[src/rtl/lux_pkg.sv]
package lux_pkg;
  localparam int REG_W   = 8;
  localparam int ADDR_W  = 3;
  localparam int SMP_W   = 2 * REG_W;
  localparam int MODE_W  = 3;
  localparam int PCODE_W = 2;
  localparam int CNT_W   = 5;

  localparam logic [MODE_W-1:0] MODE_OFF = 3'b000;
  localparam logic [MODE_W-1:0] MODE_VIS = 3'b101;
  localparam logic [MODE_W-1:0] MODE_IR  = 3'b110;

  // Consecutive out-of-window samples needed for a persistence code
  function automatic logic [CNT_W-1:0] persist_need(input logic [PCODE_W-1:0] code);
    case (code)
      2'd0:    persist_need = 5'd1;
      2'd1:    persist_need = 5'd4;
      2'd2:    persist_need = 5'd8;
      default: persist_need = 5'd16;
    endcase
  endfunction

  // Strict comparison: equality with either bound counts as inside
  function automatic logic beyond_window(input logic [SMP_W-1:0] s,
                                         input logic [SMP_W-1:0] lo,
                                         input logic [SMP_W-1:0] hi);
    beyond_window = (s < lo) || (s > hi);
  endfunction
endpackage

[src/rtl/lux_cfg_regs.sv]
module lux_cfg_regs
  import lux_pkg::*;
(
  input  logic              clk,
  input  logic              rst_n,
  input  logic              wr,
  input  logic [ADDR_W-1:0] addr,
  input  logic [REG_W-1:0]  wdata,
  output logic [MODE_W-1:0] mode,
  output logic [PCODE_W-1:0] persist,
  output logic [1:0]        res,
  output logic [1:0]        rng,
  output logic [SMP_W-1:0]  thr_lo,
  output logic [SMP_W-1:0]  thr_hi
);
  localparam int NTHR = 4;
  localparam int THR_BASE = 4;

  logic [REG_W-1:0] thr_byte [NTHR];

  always_ff @(posedge clk or negedge rst_n) begin
    if (!rst_n) begin
      mode    <= MODE_OFF;
      persist <= '0;
      res     <= '0;
      rng     <= '0;
    end else if (wr) begin
      if (addr == 3'd0) begin
        mode    <= wdata[7:5];
        persist <= wdata[1:0];
      end
      if (addr == 3'd1) begin
        res <= wdata[3:2];
        rng <= wdata[1:0];
      end
    end
  end

  for (genvar k = 0; k < NTHR; k++) begin : g_thr
    localparam logic [REG_W-1:0] RST_VAL = (k >= 2) ? {REG_W{1'b1}} : '0;
    always_ff @(posedge clk or negedge rst_n) begin
      if (!rst_n)
        thr_byte[k] <= RST_VAL;
      else if (wr && addr == ADDR_W'(THR_BASE + k))
        thr_byte[k] <= wdata;
    end
  end

  assign thr_lo = {thr_byte[1], thr_byte[0]};
  assign thr_hi = {thr_byte[3], thr_byte[2]};
endmodule

[src/rtl/lux_sample_hold.sv]
module lux_sample_hold
  import lux_pkg::*;
(
  input  logic             clk,
  input  logic             rst_n,
  input  logic             valid,
  input  logic             active,
  input  logic [SMP_W-1:0] sample,
  output logic             accept,
  output logic [SMP_W-1:0] data_q
);
  assign accept = valid && active;

  always_ff @(posedge clk or negedge rst_n) begin
    if (!rst_n)      data_q <= '0;
    else if (accept) data_q <= sample;
  end
endmodule

[src/rtl/lux_window_irq.sv]
module lux_window_irq
  import lux_pkg::*;
(
  input  logic               clk,
  input  logic               rst_n,
  input  logic               accept,
  input  logic [SMP_W-1:0]   sample,
  input  logic [SMP_W-1:0]   thr_lo,
  input  logic [SMP_W-1:0]   thr_hi,
  input  logic [PCODE_W-1:0] persist,
  input  logic               clr,
  output logic               trip,
  output logic               flag
);
  localparam logic [CNT_W-1:0] CNT_MAX = 5'd16;

  logic [CNT_W-1:0] run_cnt;
  logic [CNT_W-1:0] run_inc;
  logic             outside;

  assign outside = beyond_window(sample, thr_lo, thr_hi);
  assign run_inc = (run_cnt >= CNT_MAX) ? CNT_MAX : run_cnt + 5'd1;
  assign trip    = accept && outside && (run_inc >= persist_need(persist));

  always_ff @(posedge clk or negedge rst_n) begin
    if (!rst_n)      run_cnt <= '0;
    else if (accept) run_cnt <= outside ? run_inc : '0;
  end

  // A tripping sample outranks the read-side clear
  always_ff @(posedge clk or negedge rst_n) begin
    if (!rst_n)    flag <= 1'b0;
    else if (trip) flag <= 1'b1;
    else if (clr)  flag <= 1'b0;
  end
endmodule

[src/rtl/lux_reg_bank.sv]
module lux_reg_bank
  import lux_pkg::*;
(
  input  logic              clk,
  input  logic              rst_n,
  input  logic [ADDR_W-1:0] bus_addr,
  input  logic [REG_W-1:0]  bus_wdata,
  input  logic              bus_wr,
  input  logic              bus_rd,
  input  logic              bus_rd_end,
  output logic [REG_W-1:0]  bus_rdata,
  input  logic [SMP_W-1:0]  smp_data,
  input  logic              smp_valid,
  output logic              mode_off,
  output logic              mode_visible,
  output logic              mode_infrared,
  output logic [1:0]        res_sel,
  output logic [1:0]        range_sel,
  output logic              irq_n
);
  logic [MODE_W-1:0]  mode;
  logic [PCODE_W-1:0] persist;
  logic [SMP_W-1:0]   thr_lo, thr_hi, data_q;
  logic               accept, trip_evt, clr_evt, flag;

  lux_cfg_regs u_cfg (
    .clk(clk), .rst_n(rst_n), .wr(bus_wr), .addr(bus_addr), .wdata(bus_wdata),
    .mode(mode), .persist(persist), .res(res_sel), .rng(range_sel),
    .thr_lo(thr_lo), .thr_hi(thr_hi)
  );

  assign mode_off      = (mode == MODE_OFF);
  assign mode_visible  = (mode == MODE_VIS);
  assign mode_infrared = (mode == MODE_IR);

  lux_sample_hold u_hold (
    .clk(clk), .rst_n(rst_n), .valid(smp_valid),
    .active(mode_visible || mode_infrared), .sample(smp_data),
    .accept(accept), .data_q(data_q)
  );

  assign clr_evt = bus_rd_end && (bus_addr == 3'd0);

  lux_window_irq u_win (
    .clk(clk), .rst_n(rst_n), .accept(accept), .sample(smp_data),
    .thr_lo(thr_lo), .thr_hi(thr_hi), .persist(persist), .clr(clr_evt),
    .trip(trip_evt), .flag(flag)
  );

  assign irq_n = ~flag;

  always_comb begin
    bus_rdata = '0;
    if (bus_rd) begin
      case (bus_addr)
        3'd0: bus_rdata = {mode, 2'b00, flag, persist};
        3'd1: bus_rdata = {4'b0000, res_sel, range_sel};
        3'd2: bus_rdata = data_q[7:0];
        3'd3: bus_rdata = data_q[15:8];
        3'd4: bus_rdata = thr_lo[7:0];
        3'd5: bus_rdata = thr_lo[15:8];
        3'd6: bus_rdata = thr_hi[7:0];
        default: bus_rdata = thr_hi[15:8];
      endcase
    end
  end
endmodule

[config.mk]
export PLATFORM = sky130hd
export DESIGN_NAME = lux_reg_bank
export DESIGN_NICKNAME = d
export VERILOG_FILES = /design/src/rtl/lux_pkg.sv /design/src/rtl/lux_cfg_regs.sv /design/src/rtl/lux_sample_hold.sv /design/src/rtl/lux_window_irq.sv /design/src/rtl/lux_reg_bank.sv
export SDC_FILE = /design/constraint.sdc
export NUM_CORES = 1
export LEC_CHECK = 0
export BUFFER_PORTS_ARGS = -buffer_cell sky130_fd_sc_hd__buf_2
export CORE_MARGIN = 3
export CORE_UTILIZATION = 35
export DETAILED_ROUTE_END_ITERATION = 8
export SETUP_SLACK_MARGIN = 0.4
export SLEW_MARGIN = 0
export SYNTH_ARGS = -nofsm -noshare
export SYNTH_HDL_FRONTEND = slang
export SYNTH_SLANG_ARGS = --single-unit
[constraint.sdc]
create_clock -name clk -period 3.7 [get_ports clk]
set_clock_uncertainty 0.05 [all_clocks]
set_input_delay 0.185 -clock clk [delete_from_list [all_inputs] [get_ports clk]]
set_output_delay 0.185 -clock clk [all_outputs]
set_load 0.05 [all_outputs]
== After elaboration in Yosys (flattened, before gate mapping) ==
Cells that the tools add are included.

* Bits in registers: 63
* Latch bits: 0
* Memory bits (writable): 0
* Memory bits (read-only): 0
* Bits of input ports: 33
* Output and inout port bits: 16
* Logic and storage cells: 51
* Memories kept: 0

* Add/subtract/negate cells: 1
* Multipliers: 0
* Divide/modulo/power cells: 0
* Order comparisons: 4
* Equal/unequal tests: 11
* Shift operators: 0
* Mux-type cells: 7
* Bitwise gates (word level): 1
* Reduce and logical (&&, ||, !) cells: 16

{| class="wikitable"
|+ Operator list
! operator !! count
|-
| case mux 8 bit (7 select lines) || 1
|-
| == test 3 bit (second input constant) || 6
|-
| greater-than comparator 16 bit || 1
|-
| < comparator 16 bit || 1
|-
| case mux 5 bit (3 select lines) || 1
|-
| two-way mux 5 bit || 2
|-
| logical AND 1 bit || 8
|-
| two-way mux 8 bit || 1
|-
| == test 3 x 2 -> 1 bit (second input constant) || 2
|-
| zero test 3 bit || 2
|-
| adder 5 x 1 -> 5 bit (second input constant) || 1
|-
| >= comparator 5 bit || 1
|-
| >= comparator 5 bit (second input constant) || 1
|-
| AND reduction 2 bit || 2
|-
| == test 3 x 1 -> 1 bit (second input constant) || 1
|-
| == test 2 x 1 -> 1 bit (second input constant) || 1
|-
| == test 2 bit (second input constant) || 1
|-
| zero test 2 bit || 1
|-
| logical OR 1 bit || 2
|-
| two-way mux 1 bit || 2
|-
| nonzero test 2 bit || 1
|-
| inverter 1 bit || 1
|}

== Longest topological paths before layout ==
* Word-level depth: 6
* Depth in mapped cells: 8
* Depth with buffers taken out: 8

== Hierarchy ==
Synthesis repeated with hierarchy kept, for this count alone.

* Cell total of the unflattened synthesis: 364
* Area total of the unflattened synthesis: 4063.9 µm²

{| class="wikitable"
|+ Modules (own cells, without submodules)
! module !! times used !! cells an instance !! area each (µm²)
|-
| lux_cfg_regs || 1 || 90 || 1615.3
|-
| lux_window_irq || 1 || 158 || 1211.2
|-
| lux_sample_hold || 1 || 35 || 649.4
|-
| lux_reg_bank || 1 || 81 || 588.1
|}

== Least setup slack after synthesis ==
Ideal clock, no wire load.

* Path kind: register -> output
* From: reg u_cfg.rng[0]
* To: out bus_rdata[0]
* Data arrival time: 2186 ps
* Required time: 3465 ps
* Path slack: 1279 ps
* Cell stages (with the launch flop): 4
* Cell sequence: dfrtp_1 > mux4_2 > nor2_1 > a211oi_1

* Word-level cells in the longest chain between the ends: 2

{| class="wikitable"
|+ Ends and longest elaborated chain
! what !! RTL line !! source
|-
| start: declaration || lux_cfg_regs.sv:12 || <nowiki>output logic [1:0] rng,</nowiki>
|-
| start signal: assignment || lux_cfg_regs.sv:34 || <nowiki>rng <= wdata[1:0];</nowiki>
|-
| case mux 8 bit (7 select lines) || lux_reg_bank.sv:55 || <nowiki>case (bus_addr)</nowiki>
|-
| two-way mux 8 bit || lux_reg_bank.sv:54 || <nowiki>if (bus_rd) begin</nowiki>
|-
| end: declaration || lux_reg_bank.sv:11 || <nowiki>output logic [REG_W-1:0] bus_rdata,</nowiki>
|}

No other way between the ends.

== Final worst setup path ==
* From: reg u_cfg.thr_byte, in the netlist u_cfg.thr_hi[14]
* To: reg u_win.flag

* Word-level cells in the longest chain between the ends: 5
* Elaborated cells between the ends (all ways): 6

{| class="wikitable"
|+ Ends and longest elaborated chain
! what !! RTL line !! source
|-
| start: declaration || lux_cfg_regs.sv:19 || <nowiki>logic [REG_W-1:0] thr_byte [NTHR];</nowiki>
|-
| start signal: indexed assignment || lux_cfg_regs.sv:45 || <nowiki>thr_byte[k] <= wdata;</nowiki>
|-
| greater-than comparator 16 bit (*) || lux_pkg.sv:27 || <nowiki>beyond_window = (s < lo) || (s > hi);</nowiki>
|-
| logical OR 1 bit (*) || lux_pkg.sv:27 ||
|-
| logical AND 1 bit (*) (2 in a row) || lux_window_irq.sv:23 || <nowiki>assign trip = accept && outside && (run_inc >= persist_need(persist));</nowiki>
|-
| two-way mux 1 bit or nonzero test 2 bit (tied branches) || n/a ||
|-
| end signal: assignment || lux_window_irq.sv:32 || <nowiki>if (!rst_n) flag <= 1'b0;</nowiki>
|-
| end signal: assignment || lux_window_irq.sv:33 || <nowiki>else if (trip) flag <= 1'b1;</nowiki>
|-
| end signal: assignment || lux_window_irq.sv:34 || <nowiki>else if (clr) flag <= 1'b0;</nowiki>
|-
| end: declaration || lux_window_irq.sv:13 || <nowiki>output logic flag</nowiki>
|}

Every way passes the cells marked *; elsewhere a longest branch is shown, timed or not.
A chain may end at the register's enable or synchronous reset.

==> results.py <==
metrics = {
    "yosys": {
        "ys_seq_elements": 63,
        "ys_types": 56,
        "ys.flop_type": "dfrtp_1",
        "synthCells": 402,
        "synth_area_um2": 3900,
        "synth_fp_nets": 472,
        "ys_seq_area_share_pct": 40.9,
        "synth_warnings": 0,
        "async_reset_ff_share_pct": 100,
        "synth_area_per_cell_um2": 9.71,
        "synth_edf_count": 0,
    },
    "sta": {
        "slew_violations": 0,
        "hold_viol_final": 0,
        "finalSetupViolCount": 0,
        "fin_setup_tns_ns": 0,
        "post-route-period-util_pct": 62.8,
        "post-route-min-period_ns": 2.32,
        "rsz0062_at_grt": "no",
        "hold_ws_ns": 0.0156,
        "worstMarginPinSlew_ns": 0.879,
        "timing.fmax_mhz": 430,
        "slew_headroom_pct": 41.4,
    },
    "status": {
        "outcome": "complete, no violations",
    },
    "cells_and_area": {
        "fin_nets": 522,
        "multi_input_area_um2": 2120,
        "area_delta_synth_final_pct": 15.4,
        "fillers": 1049,
        "seqCellArea_um2": 1600,
        "fin_area_um2": 4510,
        "n_antenna_cell": 0,
        "final_layout_size_suffix_gt1_share_pct": 29.5,
    },
    "clock_network": {
        "cts.path.max_buffers": 2,
        "numClockSinks": 63,
        "worstSkewPairLatency_ns": 0.35,
        "cts_tree": "built",
        "cts_resized": 0,
        "cts_buffers": 9,
        "cts_max_level": 3,
        "clk_pin_slew_ns": 0.08,
        "post_cts_buffers": 0,
        "cts_root_buf": "clkbuf_8",
    },
    "routing": {
        "dr_total_vias": 3155,
        "finalWirelength_um": 11100,
        "viasPerCell": 5.32,
        "drcViolationCount": 0,
        "first_pass_iters": 4,
        "wl_per_cell_um": 18.7,
        "drtIter0Drc": 242,
        "drtAntennaViolNets": 0,
    },
    "worst_setup_path": {
        "end_kind": "flip-flop",
        "crit_arrival_ns": 2.49,
        "critical_path.max_fanout": 6,
        "cp-start-kind": "flip-flop",
        "crit_required_ns": 3.87,
        "worst-setup-path-type": "reg2reg",
    },
    "grt": {
        "gr-total-overflow": 0,
        "grt_pass1_wl_um": 17600,
        "grt_max_degree": 39,
        "antenna_found_initial": 0,
        "grt_util_all_layers_pct": 18.2,
        "grt_pass1_vias": 3219,
    },
    "die": {
        "die-width_um": 112,
        "ioPinCount": 49,
        "initial_core_util_pct": 36.8,
        "die-height_um": 112,
        "row_count": 37,
        "core_um2": 10600,
        "die_area_um2": 12500,
    },
    "worst_hold_path": {
        "hold_class": "in2reg",
    },
    "placement": {
        "dpl.hpwl_um": 8350,
        "io_buffers": 48,
        "globalplace.congestion": 0.886,
        "place_area_um2": 4280,
    },
    "power": {
        "powerDensity_nw_per_um2": 590,
        "vdd_ir_drop_max_v": 0.000229,
        "switchingPower_mw": 1.03,
        "power.internal_mw": 1.63,
        "p_comb_share_pct": 34.4,
        "seq_power_share_pct": 40.8,
        "leakagePower_nw": 2.17,
        "swShare_pct": 38.7,
        "clkPwrFrac_pct": 24.8,
    },
    "run": {
        "drv_cap": 0,
    },
}
-- cells in the mapped netlist (all sizes together) (3+ instances only) --
master	instances	share of area, %
mux2i	6	1.5
o211ai	3	0.58
a211oi	5	0.96
nand4	5	0.96
buf	6	0.74
a21o	4	0.77
a21oi	19	2.7
nor2	21	2.0
mux2	36	10
ha	37	12
clkbuf	7	0.67
nand2	74	7.1
o21ai	26	3.4
dfstp	16	11
inv	36	3.5
a31oi	3	0.48
nand2b	7	1.1
nand3	6	0.77
dfrtp	47	30
-- area by class of cell --
type | instances | area share [%]
Clock buffer | 10 | 3.05
Sequential cell | 63 | 35.4
Clock inverter | 6 | 1.67
Timing Repair Buffer | 52 | 6.05
Multi-Input combinational cell | 290 | 47.0
Tap cell | 136 | 3.78
Inverter | 36 | 3.00
-- per-layer routing --
layer  vias up  global-route usage (%)  wire [µm]
met2       107                    28.5       5230
met3        20                    4.40        816
met4         0                    6.49        217
met5         -                       0          0
li1       1513                       -          -
met1      1515                    24.4       4830
-- worst paths after layout --
path | depth (start not counted) | endpoint | from | slack [ns]
max | 8 | u_win.flag | u_cfg.thr_hi[14] | 1.38
min | 3 | u_hold.data_q[11] | smp_data[11] | 0.02
max reg2reg | 8 | u_win.flag | u_cfg.thr_hi[14] | 1.38
min reg2reg | 2 | u_hold.data_q[3] | u_hold.data_q[3] | 0.43
max in group asynchronous | 3 | u_cfg.thr_hi[2] | rst_n | 2.21
min in group asynchronous | 2 | u_hold.data_q[1] | rst_n | 0.43
-- logic make-up after synthesis --
kind of cell / share of synthesized area (%)
and+or+nand+nor: 15.1
AOI/OAI and AO/OA: 13.7
DFF: 40.9
buffers and inverters: 4.87
muxes: 13.1
adders and majority gates: 11.9
xor gates and xnor gates: 0.449
-- power groups by stage --
| stage | Combinational [mW] | Sequential (mW) | Clock [mW] |
|---|---|---|---|
| global placement | 0.893 | 1.08 | 0 |
| CTS | 0.922 | 1.08 | 0.675 |
| finish | 0.913 | 1.08 | 0.659 |
| global route | 1.02 | 1.11 | 0.701 |
| detailed placement | 0.922 | 1.09 | 0 |
| floorplan | 0.654 | 1.07 | 0 |
-- metrics by stage --
stage	util (%)	instances	worst slack (ns)	total power, mW
finish	42.5	593	1.38	2.66
global route	42.5	593	1.24	2.83
CTS	42.5	593	1.37	2.68
detailed placement	40.4	576	1.39	2.01
global placement	40.4	576	1.43	1.98
floorplan	-	402	1.28	1.72
-- state kept, by name (all words and copies together) (netlist names), 2 cells and up --
signal and count:
u_cfg.res 2, u_cfg.mode 3, u_cfg.persist 2, u_hold.data_q 16, u_cfg.thr_hi 16, u_win.run_cnt 5, u_cfg.thr_lo 16, u_cfg.rng 2
-- placed cells by master (no fill, tap or decap), types with 2 or more instances in the layout --
cell / Yosys / layout
a21o_1: 4 / 4
nand4_1: 4 / 4
o211ai_1: 3 / 3
o221ai_1: 2 / 2
inv_1: 35 / 35
nand2b_1: 7 / 7
ha_1: 37 / 37
buf_4: 0 / 3
nand2_1: 74 / 74
o31ai_1: 2 / 2
mux2i_1: 6 / 6
o22ai_1: 2 / 2
dfstp_2: 16 / 16
nand3_1: 6 / 6
clkbuf_8: 0 / 10
mux4_2: 2 / 2
o21ai_0: 25 / 25
dfrtp_1: 47 / 47
a211oi_1: 5 / 5
mux2_2: 36 / 36
nor2_1: 21 / 21
a21oi_1: 18 / 18
buf_2: 5 / 48
nor2b_1: 2 / 2
a31oi_1: 3 / 3
inv_6: 0 / 3
nand4b_1: 2 / 2
-- timing repair --
action | 4_1_cts | 5_1_grt
endpoints found under the hold margin | 31 | 0
endpoints found under the setup margin | 0 | 0
hold buffers | 1 | 0
-- worst max-delay path, stage by stage (launching register included) --
cell and delay, ns:
dfstp_2 0.55, inv_1 0.04, ha_1 0.31, a21oi_1 0.16, nand2_1 0.07, a221o_1 0.36, o31a_1 0.34, a21oi_4 0.22
o32ai_2 0.10
(Power assumes the default switching activity.)
